$ cat src/rtl/modal_timer_pkg.sv
package modal_timer_pkg;
   typedef enum logic [1:0] {
      TM_PLAIN = 2'b00,
      TM_PULSE = 2'b01,
      TM_EVENT = 2'b10,
      TM_WIDTH = 2'b11
   } tm_mode_e;

   typedef struct packed {
      logic     alt_en;
      logic     pol;
      logic     stop;
      tm_mode_e mode;
   } tm_ctl_t;

   localparam int CTL_W = $bits(tm_ctl_t);

   localparam logic [1:0] ADDR_CNT  = 2'd0;
   localparam logic [1:0] ADDR_MODE = 2'd1;
   localparam logic [1:0] ADDR_FLAG = 2'd2;
endpackage

$ cat src/rtl/modal_timer_pin_cond.sv
module modal_timer_pin_cond #(
   parameter int SYNC_STAGES = 2
) (
   input  logic clk,
   input  logic rst_n,
   input  logic pin_i,
   input  logic pol_i,
   output logic lvl_o,
   output logic rise_o,
   output logic fall_o
);
   localparam int LAST = SYNC_STAGES - 1;

   logic [SYNC_STAGES-1:0] sync_q;
   logic                   lvl_prev_q;

   generate
      for (genvar s = 0; s < SYNC_STAGES; s++) begin : g_sync
         if (s == 0) begin : g_first
            always_ff @(posedge clk or negedge rst_n)
               if (!rst_n) sync_q[0] <= 1'b0;
               else        sync_q[0] <= pin_i;
         end else begin : g_next
            always_ff @(posedge clk or negedge rst_n)
               if (!rst_n) sync_q[s] <= 1'b0;
               else        sync_q[s] <= sync_q[s-1];
         end
      end
   endgenerate

   // Qualified level: high means "pin is at the inactive counting level".
   assign lvl_o = pol_i ? sync_q[LAST] : ~sync_q[LAST];

   // Reset value matches the qualified level of a reset synchronizer with polarity 0.
   always_ff @(posedge clk or negedge rst_n)
      if (!rst_n) lvl_prev_q <= 1'b1;
      else        lvl_prev_q <= lvl_o;

   assign rise_o = lvl_o & ~lvl_prev_q;
   assign fall_o = ~lvl_o & lvl_prev_q;
endmodule

$ cat src/rtl/modal_timer_regs.sv
module modal_timer_regs
   import modal_timer_pkg::*;
#(
   parameter int DW = 8
) (
   input  logic          clk,
   input  logic          rst_n,
   input  logic          wr_en_i,
   input  logic [1:0]    wr_addr_i,
   input  logic [DW-1:0] wr_data_i,
   input  logic          uf_evt_i,
   input  logic          pin_evt_i,
   output tm_ctl_t       ctl_o,
   output logic [DW-1:0] mode_rd_o,
   output logic          flag_uf_o,
   output logic          flag_pin_o
);
   tm_ctl_t ctl_q;
   logic    uf_q, pin_q;
   logic    wr_mode, wr_flag;

   assign wr_mode = wr_en_i && (wr_addr_i == ADDR_MODE);
   assign wr_flag = wr_en_i && (wr_addr_i == ADDR_FLAG);

   always_ff @(posedge clk or negedge rst_n)
      if (!rst_n)       ctl_q <= '0;
      else if (wr_mode) ctl_q <= tm_ctl_t'(wr_data_i[CTL_W-1:0]);

   // Hardware set takes priority over a software write in the same cycle.
   always_ff @(posedge clk or negedge rst_n)
      if (!rst_n) begin
         uf_q  <= 1'b0;
         pin_q <= 1'b0;
      end else begin
         if (uf_evt_i)     uf_q <= 1'b1;
         else if (wr_flag) uf_q <= wr_data_i[0];
         if (pin_evt_i)    pin_q <= 1'b1;
         else if (wr_flag) pin_q <= wr_data_i[1];
      end

   assign ctl_o      = ctl_q;
   assign mode_rd_o  = {{(DW-CTL_W){1'b0}}, ctl_q};
   assign flag_uf_o  = uf_q;
   assign flag_pin_o = pin_q;

   assert_uf_flag_set_R7: assert property (@(posedge clk) disable iff (!rst_n)
      uf_evt_i |=> flag_uf_o);
   assert_pin_flag_set_R9: assert property (@(posedge clk) disable iff (!rst_n)
      pin_evt_i |=> flag_pin_o);
   assert_flag_clear_R10: assert property (@(posedge clk) disable iff (!rst_n)
      (wr_flag && wr_data_i[1:0] == 2'b00 && !uf_evt_i && !pin_evt_i) |=> (!flag_uf_o && !flag_pin_o));
endmodule

$ cat src/rtl/modal_timer_core.sv
module modal_timer_core
   import modal_timer_pkg::*;
#(
   parameter int WIDTH = 8
) (
   input  logic             clk,
   input  logic             rst_n,
   input  tm_ctl_t          ctl_i,
   input  logic             tick_i,
   input  logic             lvl_i,
   input  logic             fall_i,
   input  logic             wr_cnt_i,
   input  logic [WIDTH-1:0] wr_data_i,
   output logic [WIDTH-1:0] cnt_o,
   output logic             uf_o,
   output logic             pulse_o
);
   logic [WIDTH-1:0] cnt_q, latch_q;
   logic             pulse_q;
   logic             step, cnt_en, load;

   always_comb begin
      case (ctl_i.mode)
         TM_EVENT: step = fall_i;
         TM_WIDTH: step = tick_i & ~lvl_i;
         default:  step = tick_i;
      endcase
   end

   assign cnt_en = step & ~ctl_i.stop;
   assign load   = wr_cnt_i & ctl_i.stop;
   assign uf_o   = cnt_en && (cnt_q == '0);

   always_ff @(posedge clk or negedge rst_n)
      if (!rst_n)        latch_q <= '1;
      else if (wr_cnt_i) latch_q <= wr_data_i;

   always_ff @(posedge clk or negedge rst_n)
      if (!rst_n)      cnt_q <= '1;
      else if (load)   cnt_q <= wr_data_i;
      else if (uf_o)   cnt_q <= latch_q;
      else if (cnt_en) cnt_q <= cnt_q - 1'b1;

   always_ff @(posedge clk or negedge rst_n)
      if (!rst_n)                               pulse_q <= 1'b0;
      else if (uf_o && ctl_i.mode == TM_PULSE)  pulse_q <= ~pulse_q;

   assign cnt_o   = cnt_q;
   assign pulse_o = pulse_q;

   assert_hold_when_idle_R6: assert property (@(posedge clk) disable iff (!rst_n)
      (!cnt_en && !load) |=> $stable(cnt_o));
   assert_reload_on_uf_R7: assert property (@(posedge clk) disable iff (!rst_n)
      uf_o |=> (cnt_o == $past(latch_q)));
   assert_pulse_toggle_R8: assert property (@(posedge clk) disable iff (!rst_n)
      (uf_o && ctl_i.mode == TM_PULSE) |=> (pulse_o != $past(pulse_o)));
   assert_pulse_hold_R8: assert property (@(posedge clk) disable iff (!rst_n)
      (ctl_i.mode != TM_PULSE) |=> $stable(pulse_o));
endmodule

$ cat src/rtl/modal_timer.sv
module modal_timer
   import modal_timer_pkg::*;
#(
   parameter int WIDTH       = 8,
   parameter int SYNC_STAGES = 2,
   parameter bit HAS_ALT_PIN = 1'b1
) (
   input  logic             clk,
   input  logic             rst_n,
   input  logic             tick_i,
   input  logic             pin_i,
   input  logic             wr_en_i,
   input  logic [1:0]       wr_addr_i,
   input  logic [WIDTH-1:0] wr_data_i,
   output logic [WIDTH-1:0] cnt_o,
   output logic [WIDTH-1:0] mode_o,
   output logic             flag_uf_o,
   output logic             flag_pin_o,
   output logic             pulse_o,
   output logic             alt_o,
   output logic             alt_oe_o
);
   generate
      if (WIDTH < CTL_W) begin : g_bad_width
         $error("modal_timer: WIDTH must hold the mode register");
      end
      if (SYNC_STAGES < 2) begin : g_bad_sync
         $error("modal_timer: SYNC_STAGES must be at least 2");
      end
   endgenerate

   tm_ctl_t ctl;
   logic    lvl, rise, fall, uf, wr_cnt;

   assign wr_cnt = wr_en_i && (wr_addr_i == ADDR_CNT);

   modal_timer_pin_cond #(.SYNC_STAGES(SYNC_STAGES)) u_pin (
      .clk(clk), .rst_n(rst_n), .pin_i(pin_i), .pol_i(ctl.pol),
      .lvl_o(lvl), .rise_o(rise), .fall_o(fall)
   );

   modal_timer_regs #(.DW(WIDTH)) u_regs (
      .clk(clk), .rst_n(rst_n), .wr_en_i(wr_en_i), .wr_addr_i(wr_addr_i),
      .wr_data_i(wr_data_i), .uf_evt_i(uf), .pin_evt_i(rise),
      .ctl_o(ctl), .mode_rd_o(mode_o), .flag_uf_o(flag_uf_o), .flag_pin_o(flag_pin_o)
   );

   modal_timer_core #(.WIDTH(WIDTH)) u_core (
      .clk(clk), .rst_n(rst_n), .ctl_i(ctl), .tick_i(tick_i), .lvl_i(lvl),
      .fall_i(fall), .wr_cnt_i(wr_cnt), .wr_data_i(wr_data_i),
      .cnt_o(cnt_o), .uf_o(uf), .pulse_o(pulse_o)
   );

   generate
      if (HAS_ALT_PIN) begin : g_alt
         assign alt_oe_o = ctl.alt_en;
         assign alt_o    = ctl.alt_en & ~pulse_o;
      end else begin : g_no_alt
         assign alt_oe_o = 1'b0;
         assign alt_o    = 1'b0;
      end
   endgenerate

   assert_stop_freezes_R6: assert property (@(posedge clk) disable iff (!rst_n)
      (ctl.stop && !wr_cnt) |=> $stable(cnt_o));
   assert_event_ignores_tick_R5: assert property (@(posedge clk) disable iff (!rst_n)
      (ctl.mode == TM_EVENT && !fall && !wr_cnt) |=> $stable(cnt_o));
endmodule

$ cat config.mk
export PLATFORM = sky130hd
export DESIGN_NAME = modal_timer
export DESIGN_NICKNAME = d
export VERILOG_FILES = /design/src/rtl/modal_timer_pkg.sv /design/src/rtl/modal_timer_pin_cond.sv /design/src/rtl/modal_timer_regs.sv /design/src/rtl/modal_timer_core.sv /design/src/rtl/modal_timer.sv
export SDC_FILE = /design/constraint.sdc
export NUM_CORES = 1
export LEC_CHECK = 0
export ABC_AREA = 0
export BUFFER_PORTS_ARGS = -buffer_cell sky130_fd_sc_hd__buf_2
export CAP_MARGIN = 20
export CORE_ASPECT_RATIO = 0.9
export CORE_MARGIN = 2
export CORE_UTILIZATION = 45
export CTS_BUF_LIST = sky130_fd_sc_hd__clkbuf_4
export DETAILED_ROUTE_END_ITERATION = 8
export PLACE_DENSITY_LB_ADDON = 0.25
export SYNTH_ARGS = -nofsm -noshare
export SYNTH_HDL_FRONTEND = slang
export SYNTH_HIERARCHICAL = 1
export SYNTH_SLANG_ARGS = --single-unit
$ cat constraint.sdc
create_clock -name clk -period 2.6 [get_ports clk]
set_clock_uncertainty 0.1 [all_clocks]
set_input_delay 0.52 -clock clk [delete_from_list [all_inputs] [get_ports clk]]
set_output_delay 0.52 -clock clk [all_outputs]
set_load 0.05 [all_outputs]
==> results.md, run 1 <==
- Top delay family on crit path: compound AO/OA/AOI/OAI gates
- Setup TNS Final: 0 ns
- Asr flop ratio synth: 100%
- CP peak stage delay: 0.43 ns
- Detailed Route Iter0 Violations: 36
- Worst Setup Start Kind: register
- Die boundary height: 57.9 um
- Tcrit/Tclk final: 79.0%
- VDD IR-drop max: 0.689 mV
- Slew Limit Fails: 0
- CP endpoint: u_core/cnt_o[6]
- Post-layout power: 1840 uW
- Setup violations, final: 0
- Hold crit path type: input pin to asynchronous set/reset pin
- Antenna-violating nets left: 0
- Largest net degree at the start of global routing: 28
- Crit path kind: register to register
- R2r endpoint: u_core/cnt_o[6]
- Fillers: 288
- Max-Cap Viols: 0
- Fmax: 487 MHz
- DP Area: 1620 um^2
- Clk slew on worst S/H paths: 0.14 ns
- H-tree depth: 1
- Post-CTS setup buffers: 0
- Total core area: 3070 um^2
- Final HPWL DP: 2330 um
- Via count: 1115
- Starting density of the core: 47.4%
- First-pass GRT wire length: 5270 um
- Die area: 3700 um^2
- Routed WL: 3130 um
- Switching pwr: 874 uW
- Met2 wire len: 1480 um
- DRC viols: 0
- Worst reg-to-reg setup slack: 0.55 ns
- Number of diodes: 0
- WL met1: 1440 um
- Die Wd: 63.9 um
- Final RePlAce weighted congestion: 0.890
- CTS buffer count: 3
- Worst-case reg-to-reg path depth: 7
- Vias in the first global route: 1080
- Port-buffer cells: 32
- CP bufs+invs: 2
- Synth Warn #: 6
- Arrival time at the worst endpoint: 2.24 ns
- Power per Cell Area: 1110 nW/um^2
- Sw frac: 47.6%
- Ys flop type: dfstp_2
- Final hold violation count: 0
- Crit-path slowest cell: dfrtp_1
- DR WL met3: 161 um
- Seq pwr share: 39.7%
- Clock power frac: 10.6%
- Synth Register Bits: 27
- Resized cells post-CTS: 0
- Max Root-Sink Buffers: 2
- Crit path cell chain: xor2_1 > inv_1 > o21ai_1 > a31oi_2 > buf_4 > o41ai_1 > a31o_2
- Final worst path period need: 2.05 ns
- Ratio of cells with drive above 1 in the final layout: 48.1%
- DR WL/cell: 15.5 um
- Worst R2R Start: u_regs/ctl_o[3]
- FP Rows: 19
- Post-synth EDFFs: 0
- Crit path from: u_regs/ctl_o[3]
- Hold_buf cts: 0
- Syn_area_per_cell: 11.2 um^2
- Clk root buf: clkbuf_4
- Synth Instances: 130
- IO Pins: 36
- Initial antenna violation count: 0
- Clk_lat worst skew: 0.32 ns
- Netlist Area Pre-Place: 1450 um^2
- Least-Margin Pin Slew: 0.583 ns
- Final Cell Area: 1650 um^2
- Nets: 177
- Rel. slew slack: 61.1%
- Post-synthesis sequential area ratio: 47.9%
- Internal power: 961 uW
- Outcome: completed
- LEAKAGE: 0.000752 uW
- Yosys cell types: 39
- CTS tree: done
- Critical path required time: 2.78 ns
- Congestion Overflow GR: 0
- Crit path depth: 7
- Gate power share: 49.6%
- Syn-to-layout area delta: 13.5%
- Top Metal Used: met4
- Total GRT Usage: 18.5%
- CTS sink cnt: 27
- Crit. End Element: register
- Vias per cell: 5.52
- RSZ-0062 raised after global routing: false
- Critical path fanouts, max: 15
- Pre-antenna DRT Iters: 4
[layout by cell type (no fill, tap or decap), types with 2 or more instances in the layout]
master / n
buf_4: 3
nand2_1: 8
inv_1: 6
clkbuf_4: 4
mux2_4: 5
dfstp_2: 17
dfrtp_1: 10
or4_1: 2
a211oi_1: 2
buf_2: 32
conb_1: 3
nand3_1: 5
a221o_1: 3
mux2i_1: 3
nor2_1: 12
mux2_2: 9
o211ai_1: 2
nor4_1: 3
and2_1: 3
o21ai_0: 6
xor2_1: 4
[metrics by stage]
stage | instances | hold WS [ns] | worst slack [ns] | util, %
floorplan | 132 | 0.124 | 0.560 | -
global placement | 198 | 0.234 | 0.656 | 52.8
detailed placement | 198 | 0.251 | 0.628 | 52.8
CTS | 202 | 0.0837 | 0.608 | 53.8
global route | 202 | 0.0992 | 0.419 | 53.8
finish | 202 | 0.0688 | 0.546 | 53.8
[worst reg2reg max path, cell delays in order, from the launching register on]
cell and delay [ns]:
dfrtp_1 0.43, xor2_1 0.25, inv_1 0.10, o21ai_1 0.18, a31oi_2 0.14, buf_4 0.21, o41ai_1 0.43, a31o_2 0.17
[state kept, by name, summed over array words and instances (netlist names)]
name               count
u_core/pulse_o         1
u_regs/ctl_o           5
u_core/latch_q         8
u_pin/sync_q           2
u_regs/flag_uf_o       1
u_pin/lvl_prev_q       1
u_regs/flag_pin_o      1
u_core/cnt_o           8
[area by class of cell]
class	count	area, um^2	share of cell area, %
Sequential cell	27	697	42.2
Clock buffer	4	30.0	1.82
Tap cell	42	52.6	3.18
Timing Repair Buffer	35	183	11.1
Multi-Input combinational cell	88	666	40.3
Inverter	6	22.5	1.36
[layer usage]
layer,global-route usage (%),vias up
li1,-,517
met2,27.7,40
met3,4.47,4
met5,0,-
met4,4.97,0
met1,27.1,554
[Yosys cell counts (2+ instances only)]
library cell | instances | share of area (%)
nor4_1 | 3 | 1.3
nand2_1 | 8 | 2.1
o211ai_1 | 2 | 1.0
a211oi_1 | 2 | 1.0
o21ai_0 | 6 | 2.1
buf_4 | 9 | 4.6
or4_1 | 2 | 1.0
inv_1 | 6 | 1.5
xor2_1 | 4 | 2.4
dfstp_2 | 17 | 31
dfrtp_1 | 10 | 17
nand3_1 | 5 | 1.7
mux2i_1 | 3 | 2.1
and2_1 | 3 | 1.3
a221o_1 | 3 | 2.1
mux2_2 | 9 | 7.0
nor2_1 | 12 | 3.1
mux2_4 | 5 | 5.2
[worst min path at each step]
stage,slack [ns],cells past startpoint,from,to
after global routing,0.1,1,rst_n,u_regs/ctl_o[0]
after detailed placement,0.25,0,u_pin/sync_q[0],u_pin/sync_q[1]
after CTS,0.08,1,rst_n,u_regs/flag_uf_o
after floorplan,0.12,0,rst_n,u_core/pulse_o
after global placement,0.23,0,u_pin/sync_q[0],u_pin/sync_q[1]
final,0.07,1,rst_n,u_regs/flag_uf_o
[power groups by stage]
stage               sequential (uW)  combinational (uW)  clock (uW)
global route                    753                 987         218
CTS                             730                 911         200
detailed placement              737                 909           0
global placement                733                 894           0
floorplan                       976                 477           0
finish                          730                 911         195
[cells by family after synthesis]
group,share of synthesized area [%]
adder cells (fa/ha/maj),0.860
buffers and inverters,6.80
multiplexers,14.2
flip-flops,47.9
other,0.258
XOR/XNOR,2.41
AO/OA/AOI/OAI,11.4
AND/OR/NAND/NOR,16.1
No activity file was read; power rests on OpenSTA's default activity.
==> run 2, diff against run 1 <==
==> constraint.sdc (replaced) <==
create_clock -name clk -period 1.9 [get_ports clk]
set_clock_uncertainty 0.1 [all_clocks]
set_input_delay 0.38 -clock clk [delete_from_list [all_inputs] [get_ports clk]]
set_output_delay 0.38 -clock clk [all_outputs]
set_load 0.05 [all_outputs]
==> run 2 against run 1 <==
Compared with the run above:
- die area unchanged
- non-clock buffer count increased by 10
- sequential power increased by 38%
- worst setup slack got worse by 0.56 ns
- final cell count increased by 5.0%
- sequential share of layout area decreased by 3.3 points
- largest power group unchanged
- critical endpoint is now u_core/cnt_o[4]
- the run now ends with negative setup slack left
- via count increased by 1.1%
- core utilization increased by 4.9 points
- register-to-register slack got worse by 0.56 ns
- critical path depth decreased by 1
- first-iteration DRC count increased by 42%
==> results.md, run 2 (synthesized netlist as in run 1, its figures left out) <==
- Outcome: complete, but fails checks (was completed)
- Failing checks: negative setup slack
- Crit path kind: register to register (unchanged)
- LEAKAGE: 0.000818 uW (was 0.000752 uW)
- Ratio of cells with drive above 1 in the final layout: 58.8% (was 48.1%)
- IO Pins: 36 (unchanged)
- Nets: 187 (was 177)
- Clk_lat worst skew: 0.33 ns (was 0.32 ns)
- Largest net degree at the start of global routing: 28 (unchanged)
- Critical path required time: 2.08 ns (was 2.78 ns)
- Final RePlAce weighted congestion: 0.940 (was 0.890)
- Routed WL: 3270 um (was 3130 um)
- Clk slew on worst S/H paths: 0.15 ns (was 0.14 ns)
- Die Wd: 63.9 um (unchanged)
- Least-Margin Pin Slew: 0.581 ns (was 0.583 ns)
- Gate power share: 53.6% (was 49.6%)
- Fmax: 522 MHz (was 487 MHz)
- Hold crit path type: input pin to register (was input pin to asynchronous set/reset pin)
- RSZ-0062 raised after global routing: true (was false)
- CTS sink cnt: 27 (unchanged)
- Die boundary height: 57.9 um (unchanged)
- Tcrit/Tclk final: 101% (was 79.0%)
- Initial antenna violation count: 0 (unchanged)
- Slew Limit Fails: 0 (unchanged)
- Worst reg-to-reg setup slack: -0.02 ns (was 0.55 ns)
- First-pass GRT wire length: 5090 um (was 5270 um)
- CTS buffer count: 3 (unchanged)
- H-tree depth: 1 (unchanged)
- Arrival time at the worst endpoint: 2.10 ns (was 2.24 ns)
- Total core area: 3070 um^2 (unchanged)
- Internal power: 1420 uW (was 961 uW)
- FP Rows: 19 (unchanged)
- Seq pwr share: 37.0% (was 39.7%)
- Final HPWL DP: 2270 um (was 2330 um)
- Setup violations, final: 3 (was 0)
- Switching pwr: 1300 uW (was 874 uW)
- Rel. slew slack: 61.2% (was 61.1%)
- Port-buffer cells: 32 (unchanged)
- Worst R2R Start: u_pin/sync_q[1] (was u_regs/ctl_o[3])
- Power per Cell Area: 1510 nW/um^2 (was 1110 nW/um^2)
- Total GRT Usage: 17.7% (was 18.5%)
- Vias per cell: 5.32 (was 5.52)
- R2r endpoint: u_core/cnt_o[4] (was u_core/cnt_o[6])
- Detailed Route Iter0 Violations: 51 (was 36)
- Post-layout power: 2720 uW (was 1840 uW)
- Worst-case reg-to-reg path depth: 6 (was 7)
- CTS tree: done (unchanged)
- Final worst path period need: 1.92 ns (was 2.05 ns)
- Worst Slack Setup Final: -0.0171 ns (was 0.546 ns)
- Max-Cap Viols: 0 (unchanged)
- Commonest non-fill, non-tap cell in the layout: buf_2 (unchanged)
- # placed instances: 204 (was 198)
- Sw frac: 47.8% (was 47.6%)
- Crit. End Element: register (unchanged)
- Max Root-Sink Buffers: 2 (unchanged)
- Cell Count, Final, Fillers Out: 212 (was 202)
- Hold Startpoint: pin_i
- DR WL/cell: 15.4 um (was 15.5 um)
- Clock power frac: 9.3% (was 10.6%)
- Antenna-violating nets left: 0 (unchanged)
- Hold worst-path end: u_pin/sync_q[0]
- Die area: 3700 um^2 (unchanged)
- Vias in the first global route: 1053 (was 1080)
- DRC viols: 0 (unchanged)
- Pre-antenna DRT Iters: 4 (unchanged)
- VDD IR-drop max: 0.891 mV (was 0.689 mV)
- Most frequent cells in the layout: buf_2, dfstp_2, buf_4, nor2_1, dfrtp_1 (was buf_2, dfstp_2, nor2_1)
- Number of diodes: 0 (unchanged)
- Critical path fanouts, max: 4 (was 15)
- Syn-to-layout area delta: 23.8% (was 13.5%)
- Worst Setup Start Kind: register (unchanged)
- Hold depth: 1
- Congestion Overflow GR: 0 (unchanged)
- Via count: 1127 (was 1115)
- Clk root buf: clkbuf_4 (unchanged)
- Final hold violation count: 0 (unchanged)
- Starting density of the core: 47.4% (unchanged)
==> run 2: power by group through the flow <==
| stage | Combinational (uW) | Sequential [uW] | Clock (uW) |
|---|---|---|---|
| 6_report | 1460 | 1010 | 254 |
| 5_1_grt | 1550 | 1040 | 287 |
| 4_1_cts | 1320 | 997 | 264 |
| 3_5_place_dp | 1300 | 1000 | 0 |
| 3_3_place_gp | 1280 | 997 | 0 |
| 2_1_floorplan | 666 | 1340 | 0 |
==> run 2: what timing repair did <==
action,CTS,global route
endpoints found under the setup margin,5,6
gates resized for setup,4,11
hold buffers,1,0
buffers inserted,0,3
hold endpoints to repair,10,0
pin swaps,3,4
==> run 2: how the worst max path moves through the flow <==
stage               startpoint              end  cells after the start
2_1_floorplan  u_regs/ctl_o[3]  u_core/cnt_o[4]                      6
3_3_place_gp   u_regs/ctl_o[3]  u_core/cnt_o[6]                      6
3_5_place_dp   u_regs/ctl_o[3]  u_core/cnt_o[6]                      6
4_1_cts        u_pin/sync_q[1]  u_core/cnt_o[4]                      6
5_1_grt        u_core/cnt_o[0]  u_core/cnt_o[7]                      6
6_report       u_pin/sync_q[1]  u_core/cnt_o[4]                      6
==> run 2: cell type report <==
type,count,area [um^2]
Clock buffer,3,22.5
Clock inverter,1,5.00
Fill cell,268,1270
Inverter,6,22.5
Multi-Input combinational cell,88,737
Sequential cell,27,701
Tap cell,42,52.6
Timing Repair Buffer,45,260
==> run 2: worst max-delay path, stage by stage, from the launching register on <==
cell and delay [ns]:
dfrtp_1 0.43, xor2_2 0.19, and2_1 0.16, and4_4 0.15
a31oi_4 0.21, mux2_4 0.33, a221o_1 0.30
==> run 2: through the flow <==
step	util [%]	hold slack [ns]	setup WS, ns	area (um^2)	setup TNS [ns]
floorplan	-	-0.0156	-0.00258	1480	-0.00258
global placement	54.9	0.238	-0.0219	1680	-0.0219
detailed placement	54.9	0.241	-0.102	1680	-0.195
CTS	56.7	0.0324	-0.00521	1740	-0.00521
global route	58.7	0.0184	-0.0750	1800	-0.271
finish	58.7	0.0369	-0.0171	1800	-0.0403
==> run 2: routing by layer <==
metal	vias up	global-route usage (%)	part of all wire (%)
met3	0	4.08	6.1
met4	0	1.86	0
met5	-	0	0
met1	550	24.7	46
li1	534	-	-
met2	43	29.5	48
